$ cat src/rtl/rdr_pkg.sv
package rdr_pkg;
  typedef enum logic [1:0] {
    PAR_PLAIN = 2'd0,
    PAR_EVEN  = 2'd1,
    PAR_FORCE = 2'd2,
    PAR_RSVD  = 2'd3
  } par_mode_e;

  localparam int P_SKIP  = 0;
  localparam int P_READ  = 1;
  localparam int P_START = 2;
  localparam int PULSE_W = 3;
endpackage

$ cat src/rtl/rdr_frame_cond.sv
module rdr_frame_cond
  import rdr_pkg::*;
#(
  parameter int FRAME_W = 8
) (
  input  par_mode_e          mode_i,
  input  logic [FRAME_W-1:0] frame_i,
  output logic [FRAME_W-1:0] frame_o
);
  localparam int LOW_W = FRAME_W - 1;

  logic [LOW_W-1:0] low;
  assign low = frame_i[LOW_W-1:0];

  always_comb begin
    unique case (mode_i)
      PAR_EVEN:  frame_o = {^low, low};
      PAR_FORCE: frame_o = {1'b1, low};
      default:   frame_o = frame_i;
    endcase
  end
endmodule

$ cat src/rtl/rdr_word_pack.sv
module rdr_word_pack #(
  parameter int WORD_W  = 18,
  parameter int FRAME_W = 8,
  parameter int SLICE_W = 6
) (
  input  logic               clk,
  input  logic               rst,
  input  logic               clear_i,
  input  logic               alpha_we_i,
  input  logic               bin_we_i,
  input  logic [FRAME_W-1:0] alpha_i,
  input  logic [SLICE_W-1:0] slice_i,
  output logic               last_slice_o,
  output logic [WORD_W-1:0]  word_o
);
  localparam int SLICES = WORD_W / SLICE_W;
  localparam int SLOT_W = $clog2(SLICES + 1);
  localparam logic [SLOT_W-1:0] LAST = SLOT_W'(SLICES - 1);

  logic [SLOT_W-1:0] slot_q;
  logic [WORD_W-1:0] word_q;

  assign last_slice_o = (slot_q == LAST);
  assign word_o       = word_q;

  always_ff @(posedge clk) begin
    if (rst || clear_i) begin
      slot_q <= '0;
      word_q <= '0;
    end else if (alpha_we_i) begin
      word_q <= WORD_W'(alpha_i);
    end else if (bin_we_i) begin
      for (int s = 0; s < SLICES; s++) begin
        if (slot_q == SLOT_W'(s))
          word_q[WORD_W-1-s*SLICE_W -: SLICE_W] <= slice_i;
      end
      slot_q <= last_slice_o ? '0 : slot_q + 1'b1;
    end
  end
endmodule

$ cat src/rtl/rdr_flag_ctl.sv
module rdr_flag_ctl #(
  parameter bit STATIC_ERR = 1'b0
) (
  input  logic clk,
  input  logic rst,
  input  logic start_i,
  input  logic start_bin_i,
  input  logic rd_clr_i,
  input  logic fault_i,
  input  logic complete_i,
  output logic busy_o,
  output logic bin_o,
  output logic done_o,
  output logic err_o
);
  always_ff @(posedge clk) begin
    if (rst) begin
      busy_o <= 1'b0;
      bin_o  <= 1'b0;
      done_o <= 1'b0;
      err_o  <= 1'b0;
    end else if (start_i) begin
      busy_o <= 1'b1;
      bin_o  <= start_bin_i;
      done_o <= 1'b0;
      if (!STATIC_ERR) err_o <= 1'b0;
    end else if (fault_i) begin
      busy_o <= 1'b0;
      done_o <= 1'b1;
      err_o  <= 1'b1;
    end else if (complete_i) begin
      busy_o <= 1'b0;
      done_o <= 1'b1;
    end else if (rd_clr_i) begin
      done_o <= 1'b0;
    end
  end
endmodule

$ cat src/rtl/tape_rdr_ctrl.sv
module tape_rdr_ctrl
  import rdr_pkg::*;
#(
  parameter int WORD_W     = 18,
  parameter int FRAME_W    = 8,
  parameter int SLICE_W    = 6,
  parameter int DONE_BIT   = 14,
  parameter int ERR_BIT    = 13,
  parameter bit STATIC_ERR = 1'b0
) (
  input  logic               clk,
  input  logic               rst,
  input  logic [2:0]         pulse_i,
  input  logic               bin_i,
  input  logic [1:0]         par_i,
  input  logic [WORD_W-1:0]  bus_i,
  input  logic               frame_valid_i,
  input  logic [FRAME_W-1:0] frame_i,
  input  logic               tape_ok_i,
  input  logic               tape_end_i,
  output logic               skip_o,
  output logic [WORD_W-1:0]  rdata_o,
  output logic [WORD_W-1:0]  status_o
);
  localparam int MARK_BIT = FRAME_W - 1;

  logic start, rd_clr, fault, accept;
  logic alpha_we, bin_we, complete, last_slice;
  logic busy, bin_mode, done, err;
  logic [FRAME_W-1:0] cond_frame;
  logic [WORD_W-1:0]  word;

  assign start    = pulse_i[P_START];
  assign rd_clr   = pulse_i[P_READ];
  assign fault    = busy && !start && (!tape_ok_i || tape_end_i);
  assign accept   = busy && !start && !fault && frame_valid_i;
  assign alpha_we = accept && !bin_mode;
  assign bin_we   = accept && bin_mode && frame_i[MARK_BIT];
  assign complete = alpha_we || (bin_we && last_slice);

  rdr_frame_cond #(.FRAME_W(FRAME_W)) u_cond (
    .mode_i (par_mode_e'(par_i)),
    .frame_i(frame_i),
    .frame_o(cond_frame)
  );

  rdr_word_pack #(
    .WORD_W(WORD_W), .FRAME_W(FRAME_W), .SLICE_W(SLICE_W)
  ) u_pack (
    .clk         (clk),
    .rst         (rst),
    .clear_i     (start),
    .alpha_we_i  (alpha_we),
    .bin_we_i    (bin_we),
    .alpha_i     (cond_frame),
    .slice_i     (frame_i[SLICE_W-1:0]),
    .last_slice_o(last_slice),
    .word_o      (word)
  );

  rdr_flag_ctl #(.STATIC_ERR(STATIC_ERR)) u_flags (
    .clk        (clk),
    .rst        (rst),
    .start_i    (start),
    .start_bin_i(bin_i),
    .rd_clr_i   (rd_clr),
    .fault_i    (fault),
    .complete_i (complete),
    .busy_o     (busy),
    .bin_o      (bin_mode),
    .done_o     (done),
    .err_o      (err)
  );

  always_ff @(posedge clk) begin
    if (rst) begin
      skip_o  <= 1'b0;
      rdata_o <= '0;
    end else begin
      skip_o  <= pulse_i[P_SKIP] && done;
      rdata_o <= bus_i | (rd_clr ? word : '0);
    end
  end

  always_comb begin
    status_o           = '0;
    status_o[DONE_BIT] = done;
    status_o[ERR_BIT]  = err;
  end
endmodule

$ cat config.mk
export PLATFORM = sky130hd
export DESIGN_NAME = tape_rdr_ctrl
export DESIGN_NICKNAME = d
export VERILOG_FILES = /design/src/rtl/rdr_pkg.sv /design/src/rtl/rdr_frame_cond.sv /design/src/rtl/rdr_word_pack.sv /design/src/rtl/rdr_flag_ctl.sv /design/src/rtl/tape_rdr_ctrl.sv
export SDC_FILE = /design/constraint.sdc
export NUM_CORES = 1
export LEC_CHECK = 0
export BUFFER_PORTS_ARGS = -buffer_cell sky130_fd_sc_hd__buf_2
export CORE_UTILIZATION = 44
export DETAILED_ROUTE_END_ITERATION = 12
export HOLD_SLACK_MARGIN = 0.02
export PLACE_DENSITY = 0.75
export SKIP_LAST_GASP = 1
export SYNTH_ARGS = -nofsm -noshare
export SYNTH_HDL_FRONTEND = slang
export SYNTH_HIERARCHICAL = 1
export SYNTH_SLANG_ARGS = --single-unit
$ cat constraint.sdc
create_clock -name clk -period 1.9 [get_ports clk]
set_clock_uncertainty 0.15 [all_clocks]
set_input_delay 0.38 -clock clk [delete_from_list [all_inputs] [get_ports clk]]
set_output_delay 0.38 -clock clk [all_outputs]
set_load 0.01 [all_outputs]
==> results.sh, run 1 <==
export IMPL_finalCriticalPeriod_ps=1779
export IMPL_critical_path_cell_chain="nand4bb_4 > buf_4 > nor3_2 > nand2b_4 > nor4b_4 > a221o_1"
export IMPL_power_density_cell_area_nw_per_um2=816.8
export IMPL_cts_buffer_depth=2
export IMPL_total_power_w=0.001986
export IMPL_cts_max_level=2
export IMPL_coreArea_um2=4384
export IMPL_grt_start_max_net_pins=20
export IMPL_post_route_cells_drive_above_1_share_pct=35.32
export IMPL_grt_first_pass_wirelength_um=6299
export IMPL_power_share_sequential_pct=47.0
export IMPL_antenna_found_initial=0
export IMPL_final_max_slew_violation_count=0
export IMPL_reg2reg_slack_ps=120
export IMPL_worst_endpoint_required_ps=1930
export IMPL_postLayoutSetupSlackWorst_ps=121.4
export IMPL_hold_start="bus_i[10]"
export IMPL_synth_area_per_cell_um2=9.587
export IMPL_clockPowerShare_pct=42.3
export IMPL_period_share_pct=93.61
export IMPL_synthesis_stage_register_bit_count=43
export IMPL_area_growth_synth_to_final_pct=20.76
export IMPL_detailedRoute_firstPassIterationCount=4
export IMPL_outcome="completed"
export IMPL_layout_cells_most_common_list="sky130_fd_sc_hd__buf_2, sky130_fd_sc_hd__dfxtp_1, sky130_fd_sc_hd__nor2_1, sky130_fd_sc_hd__a21oi_1, sky130_fd_sc_hd__conb_1"
export IMPL_finalSetupViolations=0
export IMPL_insertion_delay_ps=300
export IMPL_grt_overflow=0
export IMPL_initial_utilization_pct=45.92
export IMPL_dieWidth_um=69.64
export IMPL_clkTransAtPathRegs_ps=80
export IMPL_reg2regPathDepth=6
export IMPL_whs_path_depth=3
export IMPL_diode_count=0
export IMPL_post_place_ws_ps=-87.38
export IMPL_maxCapViolCount=0
export IMPL_power_leakage_nw=1.122
export IMPL_syn_cell_area_um2=2013
export IMPL_critPathMaxFanout=4
export IMPL_nFillCells=398
export IMPL_worst_r2r_startpoint="u_flags/busy_o"
export IMPL_clock_sinks=43
export IMPL_final_estimated_routing_congestion_in_global_placement=0.7871
export IMPL_placement_rows=24
export IMPL_drt_vias_per_instance=4.726
export IMPL_area_occupied_by_multi_input_gates_um2=950.9
export IMPL_worst_setup_path_end_kind="register"
export IMPL_pin_count=74
export IMPL_synth_distinct_cells=39
export IMPL_critical_path_slowest_cell="sky130_fd_sc_hd__dfxtp_1"
export IMPL_cts_tree="built"
export IMPL_whs_endpoint="rdata_o[10]"
export IMPL_buffer_ports_inserted=57
export IMPL_critical_path_class="reg -> reg"
export IMPL_share_of_the_yosys_chip_area_belonging_to_registers_pct=42.76
export IMPL_critPathLaunchType="register"
export IMPL_tritoncts_num_buffers=5
export IMPL_first_iter_violations=64
export IMPL_netlist_instances=210
export IMPL_grt_total_usage_pct=16.39
export IMPL_place_hpwl_um=2843
export IMPL_route_detailed_drc=0
export IMPL_detail_route_wirelength_um=3837
export IMPL_swShare_pct=22.10
export IMPL_die_area_um2=4850
export IMPL_vertical_extent_of_the_die_um=69.64
export IMPL_hold_path_class="in -> reg"
export IMPL_register_area_um2=860.8
export IMPL_net_switching_power_w=0.0004389
export IMPL_arrival_ps=1810
export IMPL_final_net_count=307
export IMPL_internal_power_w=0.001547
export IMPL_ctsHoldBuffers=0
export IMPL_report_final_hold_viol_count=0
export IMPL_cts_root_buffer="sky130_fd_sc_hd__clkbuf_8"
export IMPL_vdd_ir_drop_max_uv=457.2
export IMPL_delay_of_the_slowest_critical_path_stage_ps=390
export IMPL_layout_commonest_cell="sky130_fd_sc_hd__buf_2"
export IMPL_yosysWarningCount=6
export IMPL_maxClockFrequency_ghz=0.5622
export IMPL_avgRoutedWirePerCell_um=11.95
export IMPL_cts_post_setup_buffers_inserted=0
export IMPL_route_antenna_remaining_nets=0
export IMPL_number_of_vias_after_detailed_routing=1517
export IMPL_reg2reg_to="u_pack/word_o[3]"
export IMPL_power_frac_comb_pct=10.7
export IMPL_via_count_of_the_first_global_routing_pass=1403
[stage by stage]
step                cell area [um2]  hold slack [ps]  instances  utilization [%]  TNS (ps)
floorplan                      2074            273.5        225                -         0
global placement               2288            285.2        313            52.20    -18.10
detailed placement             2288            298.3        313            52.20    -960.6
CTS                            2425            131.2        321            55.31         0
global route                   2431            144.3        321            55.45    -5.417
finish                         2431            137.2        321            55.45         0
[worst max-delay path, delay by kind of cell (launching register included)]
kind            cells  cell delay (ps)
simple gates        4              620
flops               1              390
compound gates      1              350
buf+inv             1              160
[worst max path at each step]
stage	from	endpoint	cells past startpoint
after floorplan	tape_end_i	u_pack/word_o[12]	5
after global placement	tape_end_i	u_pack/word_o[5]	7
after detailed placement	tape_end_i	u_pack/word_o[3]	7
after CTS	u_flags/busy_o	u_pack/word_o[3]	6
after global routing	u_flags/busy_o	u_pack/word_o[0]	7
final	u_flags/busy_o	u_pack/word_o[3]	6
[power groups by stage]
stage          clock network, W  registers, W  logic (W)
2_1_floorplan                 0      0.000966   0.000144
3_3_place_gp                  0      0.000954   0.000210
3_5_place_dp                  0      0.000955   0.000211
4_1_cts                0.000856      0.000934   0.000214
5_1_grt                0.000887      0.000936   0.000234
6_report               0.000840      0.000934   0.000212
[routing by layer]
metal  vias to the layer above  GRT usage, %  part of all wire, %
met2                        52         28.16                   49
li1                        787             -                    -
met1                       673         18.80                   42
met3                         5         4.797                  6.6
met4                         0         7.333                  1.7
met5                         -             0                    0
[synthesized netlist by cell type, drive strengths merged]
| master | n | area share (%) |
|---|---|---|
| a211oi | 2 | 0.99 |
| a21oi | 27 | 7.5 |
| a221o | 3 | 1.5 |
| a221oi | 2 | 1.5 |
| and2b | 1 | 0.44 |
| and3 | 3 | 0.93 |
| and3b | 2 | 0.87 |
| and4bb | 1 | 0.62 |
| buf | 34 | 12 |
| conb | 1 | 0.19 |
| dfxtp | 43 | 43 |
| ha | 2 | 1.2 |
| inv | 6 | 1.1 |
| mux2i | 11 | 5.5 |
| nand2 | 14 | 2.6 |
| nand2b | 3 | 1.3 |
| nand3b | 1 | 0.37 |
| nand4bb | 1 | 1.4 |
| nor2 | 31 | 5.9 |
| nor2b | 1 | 0.31 |
| nor3 | 3 | 0.75 |
| nor3b | 2 | 1.3 |
| nor4b | 1 | 1.2 |
| o21ai | 4 | 0.99 |
| o311a | 3 | 1.5 |
| or2 | 1 | 0.31 |
| or3 | 2 | 0.62 |
| or3b | 1 | 0.44 |
| xnor2 | 1 | 0.81 |
| xnor3 | 2 | 2.2 |
| xor2 | 1 | 0.44 |
[cells by family (layout without fill, tap and decap cells)]
logic type,after synthesis,count (layout),share of synthesized area (%)
compound gates,41,41,13.92
xor+xnor,4,4,3.481
fa+ha+maj,2,2,1.243
buf+inv,40,84,13.61
flops,43,43,42.76
mux,11,11,5.469
other cells,1,16,0.1863
simple gates,68,68,19.33
[flip-flops by register name, indices dropped and copies added, names as in the netlist]
name and cells:
u_flags/bin_o 1, u_pack/slot_q 2, u_flags/busy_o 1, u_flags/err_o 1, u_flags/done_o 1, u_pack/word_o 18, skip_o 1, rdata_o 18
[layout make-up]
cell class                      instances  share of cell area (%)
Clock buffer                            5                   2.831
Timing Repair Buffer                   70                   16.26
Multi-Input combinational cell        142                   39.11
Tap cell                               52                   2.676
Inverter                                6                  0.9264
Sequential cell                        43                   35.41
Clock inverter                          3                   2.779
[what timing repair did]
| action | 4_1_cts | 5_1_grt |
|---|---|---|
| endpoints found under the hold margin | 0 | 0 |
| setup endpoints to repair | 0 | 3 |
| gates resized for setup | 0 | 1 |
Note: power is estimated with default switching activity, not from simulation.
==> run 2: changes to the inputs <==
ABC_AREA = 1   (was not set)
CORE_UTILIZATION = 45   (was 44)
PLACE_DENSITY = 0.76   (was 0.75)
==> run 2 against run 1 <==
Effect of this change:
- cell area decreased by 1.7%
- via count increased by 19%
- count of clock-buffer cells in the layout increased by 1
- combinational power about the same
- core utilization decreased by 1.3 points
- die area increased by 1.6%
- critical path depth increased by 1
- sequential share of layout area increased by 0.61 points
- sequential power about the same
- total power decreased by 1.4%
- critical path type unchanged
==> results.sh, run 2 <==
export IMPL_dieWidth_um=70.21
export IMPL_syn_cell_area_um2=2093
export IMPL_commonest_cells_in_the_netlist="sky130_fd_sc_hd__nand2_1, sky130_fd_sc_hd__dfxtp_1, sky130_fd_sc_hd__nor2_1"
export IMPL_insertion_delay_ps=290
export IMPL_grt_setup_unrepaired="no"
export IMPL_power_leakage_nw=1.176
export IMPL_placement_rows=24
export IMPL_cts_tree="built"
export IMPL_clkTransAtPathRegs_ps=80
export IMPL_pin_count=74
export IMPL_nFillCells=443
export IMPL_number_of_vias_after_detailed_routing=1803
export IMPL_synth_adder_area_share_pct=1.195
export IMPL_yosysTopAreaCell="sky130_fd_sc_hd__dfxtp_1"
export IMPL_clock_sinks=43
export IMPL_maxCapViolCount=0
export IMPL_ctsHoldBuffers=0
export IMPL_synth_area_per_cell_um2=7.397
export IMPL_synth_area_top_cells="sky130_fd_sc_hd__dfxtp_1, sky130_fd_sc_hd__nand2_1, sky130_fd_sc_hd__buf_4, sky130_fd_sc_hd__a21oi_1, sky130_fd_sc_hd__nor2_1"
export IMPL_count_of_flip_flops_with_a_built_in_enable_after_synthesis=0
export IMPL_worst_setup_path_end_kind="register"
export IMPL_layout_cells_most_common_list="sky130_fd_sc_hd__nand2_1, sky130_fd_sc_hd__buf_2, sky130_fd_sc_hd__dfxtp_1, sky130_fd_sc_hd__nor2_1, sky130_fd_sc_hd__a21oi_1"
export IMPL_synth_compound_area_share_pct=11.24
export IMPL_hold_path_class="in -> reg"
export IMPL_layout_commonest_cell="sky130_fd_sc_hd__nand2_1"
export IMPL_cts_post_setup_buffers_inserted=0
export IMPL_vertical_extent_of_the_die_um=70.21
export IMPL_via_count_of_the_first_global_routing_pass=1552
export IMPL_buffer_ports_inserted=57
export IMPL_final_max_slew_violation_count=0
export IMPL_critical_path_class="reg -> reg"
export IMPL_grt_start_max_net_pins=23
export IMPL_tritoncts_num_buffers=5
export IMPL_critPathLaunchType="register"
export IMPL_synthesis_stage_register_bit_count=43
export IMPL_share_of_the_yosys_chip_area_belonging_to_registers_pct=41.12
export IMPL_vdd_ir_drop_max_uv=349.2
export IMPL_proportion_of_synthesized_flip_flops_having_asynchronous_set_or_reset_pct=0
export IMPL_synthSimpleGateAreaFrac_pct=29.05
export IMPL_finalHoldWorstSlack_ps=133.6
export IMPL_avgRoutedWirePerCell_um=10.04
export IMPL_place_hpwl_um=2976
export IMPL_synth_most_common_cell="sky130_fd_sc_hd__nand2_1"
export IMPL_cts_buffer_depth=2
export IMPL_critPathMaxFanout=8
export IMPL_cts_root_buffer="sky130_fd_sc_hd__clkbuf_8"
export IMPL_route_detailed_drc=0
export IMPL_period_share_pct=78.51
export IMPL_grt_total_usage_pct=17.21
export IMPL_worst_endpoint_required_ps=1980
export IMPL_final_estimated_routing_congestion_in_global_placement=0.8663
export IMPL_maxClockFrequency_ghz=0.6704
export IMPL_netlist_instances=283
export IMPL_route_antenna_remaining_nets=0
export IMPL_detail_route_wirelength_um=3876
export IMPL_yosys_mux_area_fraction_pct=0
export IMPL_power_density_cell_area_nw_per_um2=819.2
export IMPL_report_final_hold_viol_count=0
export IMPL_finalSetupViolations=0
export IMPL_yosysWarningCount=6
export IMPL_cts_max_level=2
export IMPL_arrival_ps=1580
export IMPL_synth_distinct_cells=25
export IMPL_initial_utilization_pct=47.42
export IMPL_outcome="completed"
export IMPL_synth_xor_xnor_area_share_pct=0
export IMPL_drt_vias_per_instance=4.671
export IMPL_grt_first_pass_wirelength_um=6665
export IMPL_postCtsResizedCells=0
export IMPL_first_iter_violations=46
export IMPL_antenna_found_initial=0
export IMPL_post_route_cells_drive_above_1_share_pct=26.35
export IMPL_coreArea_um2=4414
export IMPL_diode_count=0
export IMPL_synth_top_cell_area_share_pct=41.12
export IMPL_final_net_count=372
export IMPL_main_combinational_cell_family_by_area_after_synthesis="simple AND/OR/NAND/NOR gates"
export IMPL_synth_top_flop_cell="sky130_fd_sc_hd__dfxtp_1"
export IMPL_finalCriticalPeriod_ps=1492
export IMPL_grt_overflow=0
export IMPL_area_growth_synth_to_final_pct=14.17
export IMPL_detailedRoute_firstPassIterationCount=4
export IMPL_die_area_um2=4929
export IMPL_setup_tns_final_ps=0
-- run 2: cells by family after synthesis --
logic type | Yosys count
adder cells (fa/ha/maj) | 2
AO/OA/AOI/OAI | 44
buffers and inverters | 56
AND/OR/NAND/NOR | 137
flip-flops | 43
other | 1
-- run 2: worst max-delay path: stages, from the launching register on --
cell and delay [ps]:
sky130_fd_sc_hd__dfxtp_1 350, sky130_fd_sc_hd__nand2_1 80, sky130_fd_sc_hd__nor3_1 190, sky130_fd_sc_hd__buf_4 210, sky130_fd_sc_hd__nand3_4 140, sky130_fd_sc_hd__nand2_4 120
sky130_fd_sc_hd__nand2_1 80, sky130_fd_sc_hd__a21oi_1 110
-- run 2: metrics by stage --
stage               instance area, um2  std cells  setup slack [ps]  utilization [%]  power, W
floorplan                         2150        298             385.8                -  0.001120
global placement                  2257        378             226.2            51.13  0.001158
detailed placement                2257        378             211.4            51.13  0.001163
CTS                               2390        386             412.8            54.14  0.001977
global route                      2390        386             174.8            54.14  0.002039
finish                            2390        386             408.3            54.14  0.001958
-- run 2: final timing paths --
check / startpoint / endpoint / slack, ps / cells past startpoint
worst min-delay path: bus_i[4] / rdata_o[4] / 130 / 3
worst max-delay path: u_flags/bin_o / u_pack/word_o[2] / 410 / 7
worst min register to register: u_flags/done_o / skip_o / 300 / 2
worst max register to register: u_flags/bin_o / u_pack/word_o[2] / 410 / 7
-- run 2: power by group --
group / internal, W / switching (W) / leakage, nW
Sequential: 0.000925 / 0.00000630 / 0.352
Combinational: 0.0000805 / 0.000128 / 0.759
Clock: 0.000525 / 0.000293 / 0.0654
Total: 0.00153 / 0.000427 / 1.18
-- run 2: layout make-up --
type	instances	area [um2]	share of cell area (%)
Clock buffer	6	72.57	3.037
Clock inverter	2	60.06	2.513
Inverter	24	95.09	3.979
Multi-Input combinational cell	199	928.4	38.85
Sequential cell	43	860.8	36.02
Tap cell	52	65.06	2.723
Timing Repair Buffer	60	307.8	12.88
-- run 2: routing by layer --
layer | routed length (um) | track usage [%] | up-vias
met5 | 0 | 0 | -
met4 | 25 | 7.333 | 0
met3 | 208 | 4.185 | 2
met2 | 1875 | 29.38 | 56
met1 | 1767 | 20.47 | 794
li1 | - | - | 951
==> run 3: changes to the inputs <==
CORE_UTILIZATION = 49   (was 45)
PLACE_DENSITY = 0.79   (was 0.76)
clock period = 1.4 ns   (was 1.9 ns; I/O delays follow)
==> run 3 against run 2 <==
Effect of this change:
- the run now ends with negative setup slack left
- cell count is 4.1% higher
- setup slack worse by 460 ps
- first-iteration DRC count is 76% higher
- clock power is 6.4% lower
- combinational power is 63% higher
- core utilization is 10 points higher
- hold slack worse by 97 ps
- non-clock buffer count is 18 higher
- register-to-register slack worse by 460 ps
- via count is 6.3% higher
- critical path type unchanged
- critical endpoint is now u_pack/slot_q[0]
- highest routed layer unchanged
==> results.sh, run 3 (synthesis results as in run 2) <==
export IMPL_route_detailed_drc=0
export IMPL_drt_vias_per_instance=4.766
export IMPL_delay_of_the_slowest_critical_path_stage_ps=360
export IMPL_whs_path_depth=3
export IMPL_critical_path_cell_chain="nand3_4 > nor2_4 > nand2_2 > inv_2 > buf_12 > inv_12 > nand2_4 > o21ai_2 > a21oi_2"
export IMPL_grt_start_max_net_pins=23
export IMPL_tritoncts_num_buffers=5
export IMPL_finalSetupViolations=5
export IMPL_number_of_vias_after_detailed_routing=1916
export IMPL_maxCapViolCount=0
export IMPL_grt_total_usage_pct=20.88
export IMPL_report_final_hold_viol_count=0
export IMPL_stdcell_count=402
export IMPL_hold_start="bus_i[5]"
export IMPL_die_area_um2=4537
export IMPL_reg2regPathDepth=9
export IMPL_clock_sinks=43
export IMPL_place_hpwl_um=3069
export IMPL_final_estimated_routing_congestion_in_global_placement=0.8905
export IMPL_critical_path_slowest_cell="sky130_fd_sc_hd__dfxtp_2"
export IMPL_first_iter_violations=81
export IMPL_detailedRoute_firstPassIterationCount=4
export IMPL_reg2reg_to="u_pack/slot_q[0]"
export IMPL_initial_utilization_pct=51.59
export IMPL_critical_path_class="reg -> reg"
export IMPL_route_antenna_remaining_nets=0
export IMPL_clkTransAtPathRegs_ps=80
export IMPL_numPlacedInstances=390
export IMPL_power_density_cell_area_nw_per_um2=908.6
export IMPL_grt_first_pass_wirelength_um=7044
export IMPL_final_max_slew_violation_count=0
export IMPL_total_power_w=0.002373
export IMPL_insertion_delay_ps=290
export IMPL_cts_root_buffer="sky130_fd_sc_hd__clkbuf_8"
export IMPL_finalCriticalPeriod_ps=1449
export IMPL_vertical_extent_of_the_die_um=67.36
export IMPL_maxClockFrequency_ghz=0.6901
export IMPL_grt_overflow=0
export IMPL_postLayoutSetupSlackWorst_ps=-49.17
export IMPL_coreArea_um2=4058
export IMPL_avgRoutedWirePerCell_um=11.18
export IMPL_final_net_count=390
export IMPL_critPathLaunchType="register"
export IMPL_power_leakage_nw=1.255
export IMPL_cts_max_level=2
export IMPL_dieWidth_um=67.36
export IMPL_period_share_pct=103.5
export IMPL_critPathMaxFanout=17
export IMPL_violations_in_the_final_reports="negative setup slack"
export IMPL_worst_setup_path_end_kind="register"
export IMPL_post_route_cells_drive_above_1_share_pct=38.64
export IMPL_cts_buffer_depth=2
export IMPL_grt_setup_unrepaired="yes"
export IMPL_vdd_ir_drop_max_uv=324.7
export IMPL_area_growth_synth_to_final_pct=24.75
export IMPL_hold_path_class="in -> reg"
export IMPL_whs_endpoint="rdata_o[5]"
export IMPL_worst_r2r_startpoint="u_flags/busy_o"
export IMPL_diode_count=0
export IMPL_antenna_found_initial=0
export IMPL_layout_cells_most_common_list="sky130_fd_sc_hd__buf_2, sky130_fd_sc_hd__nand2_1, sky130_fd_sc_hd__nor2_1, sky130_fd_sc_hd__dfxtp_1, sky130_fd_sc_hd__a21oi_1"
export IMPL_worst_endpoint_required_ps=1470
export IMPL_outcome="finished, violations left"
export IMPL_placement_rows=23
export IMPL_pin_count=74
export IMPL_arrival_ps=1520
export IMPL_layout_commonest_cell="sky130_fd_sc_hd__buf_2"
export IMPL_ctsHoldBuffers=0
export IMPL_reg2reg_slack_ps=-50
export IMPL_cts_tree="built"
export IMPL_detail_route_wirelength_um=4496
export IMPL_via_count_of_the_first_global_routing_pass=1680
export IMPL_buffer_ports_inserted=57
[run 3: what timing repair did]
action,CTS,global route
setup endpoints to repair,13,20
endpoints found under the hold margin,0,0
setup buffers,0,4
pin swaps,3,12
resized for setup,8,29
[run 3: power breakdown]
group | switching [W] | total [W] | internal [W]
combinational | 0.000199 | 0.000340 | 0.000142
clock | 0.000417 | 0.000766 | 0.000349
sequential | 0.0000102 | 0.00127 | 0.00126
[run 3: worst max path at each step]
stage                     slack (ps)            from  depth (start not counted)                to
after floorplan                  -20  u_flags/busy_o                         11  u_pack/word_o[5]
after global placement          -120      tape_end_i                          9  u_pack/word_o[5]
after detailed placement        -150      pulse_i[2]                         11  u_pack/slot_q[1]
after CTS                        -20  u_flags/busy_o                          9  u_pack/slot_q[0]
after global routing             -90   u_flags/bin_o                          7  u_pack/word_o[2]
final                            -50  u_flags/busy_o                          9  u_pack/slot_q[0]
[run 3: cell type report]
class,instances,area [um2]
clock buffers,6,72.57
clock inverters,2,12.51
fillers,345,1446
inverters,24,102.6
multi-input cells,199,1033
flip-flops and latches,43,864.6
well taps,50,62.56
repair buffers,78,462.9
[run 3: worst max-delay path: cells and delay by family, from the launching register on]
kind	cells	cell delay (ps)
and+or+nand+nor	4	360
DFF	1	360
buffers and inverters	3	260
AOI/OAI and AO/OA	2	240
[run 3: routing by layer]
metal | track usage [%] | wire [um] | up-vias
met1 | 23.64 | 1851 | 851
met4 | 10.11 | 163 | 0
met3 | 5.068 | 272 | 17
met5 | 0 | 0 | -
li1 | - | - | 988
met2 | 36.38 | 2209 | 60
[run 3: per-stage QoR]
step	hold slack [ps]	instance area (um2)	utilization [%]	TNS [ps]	setup WS [ps]
final	36.23	2611	64.35	-75.44	-49.17
after global routing	40.46	2611	64.35	-732.6	-85.68
after CTS	34.62	2482	61.18	-16.36	-16.36
after detailed placement	284.9	2384	58.74	-2043	-146.1
after global placement	278.7	2384	58.74	-1614	-121.7
after floorplan	191.7	2161	-	-20.30	-20.30
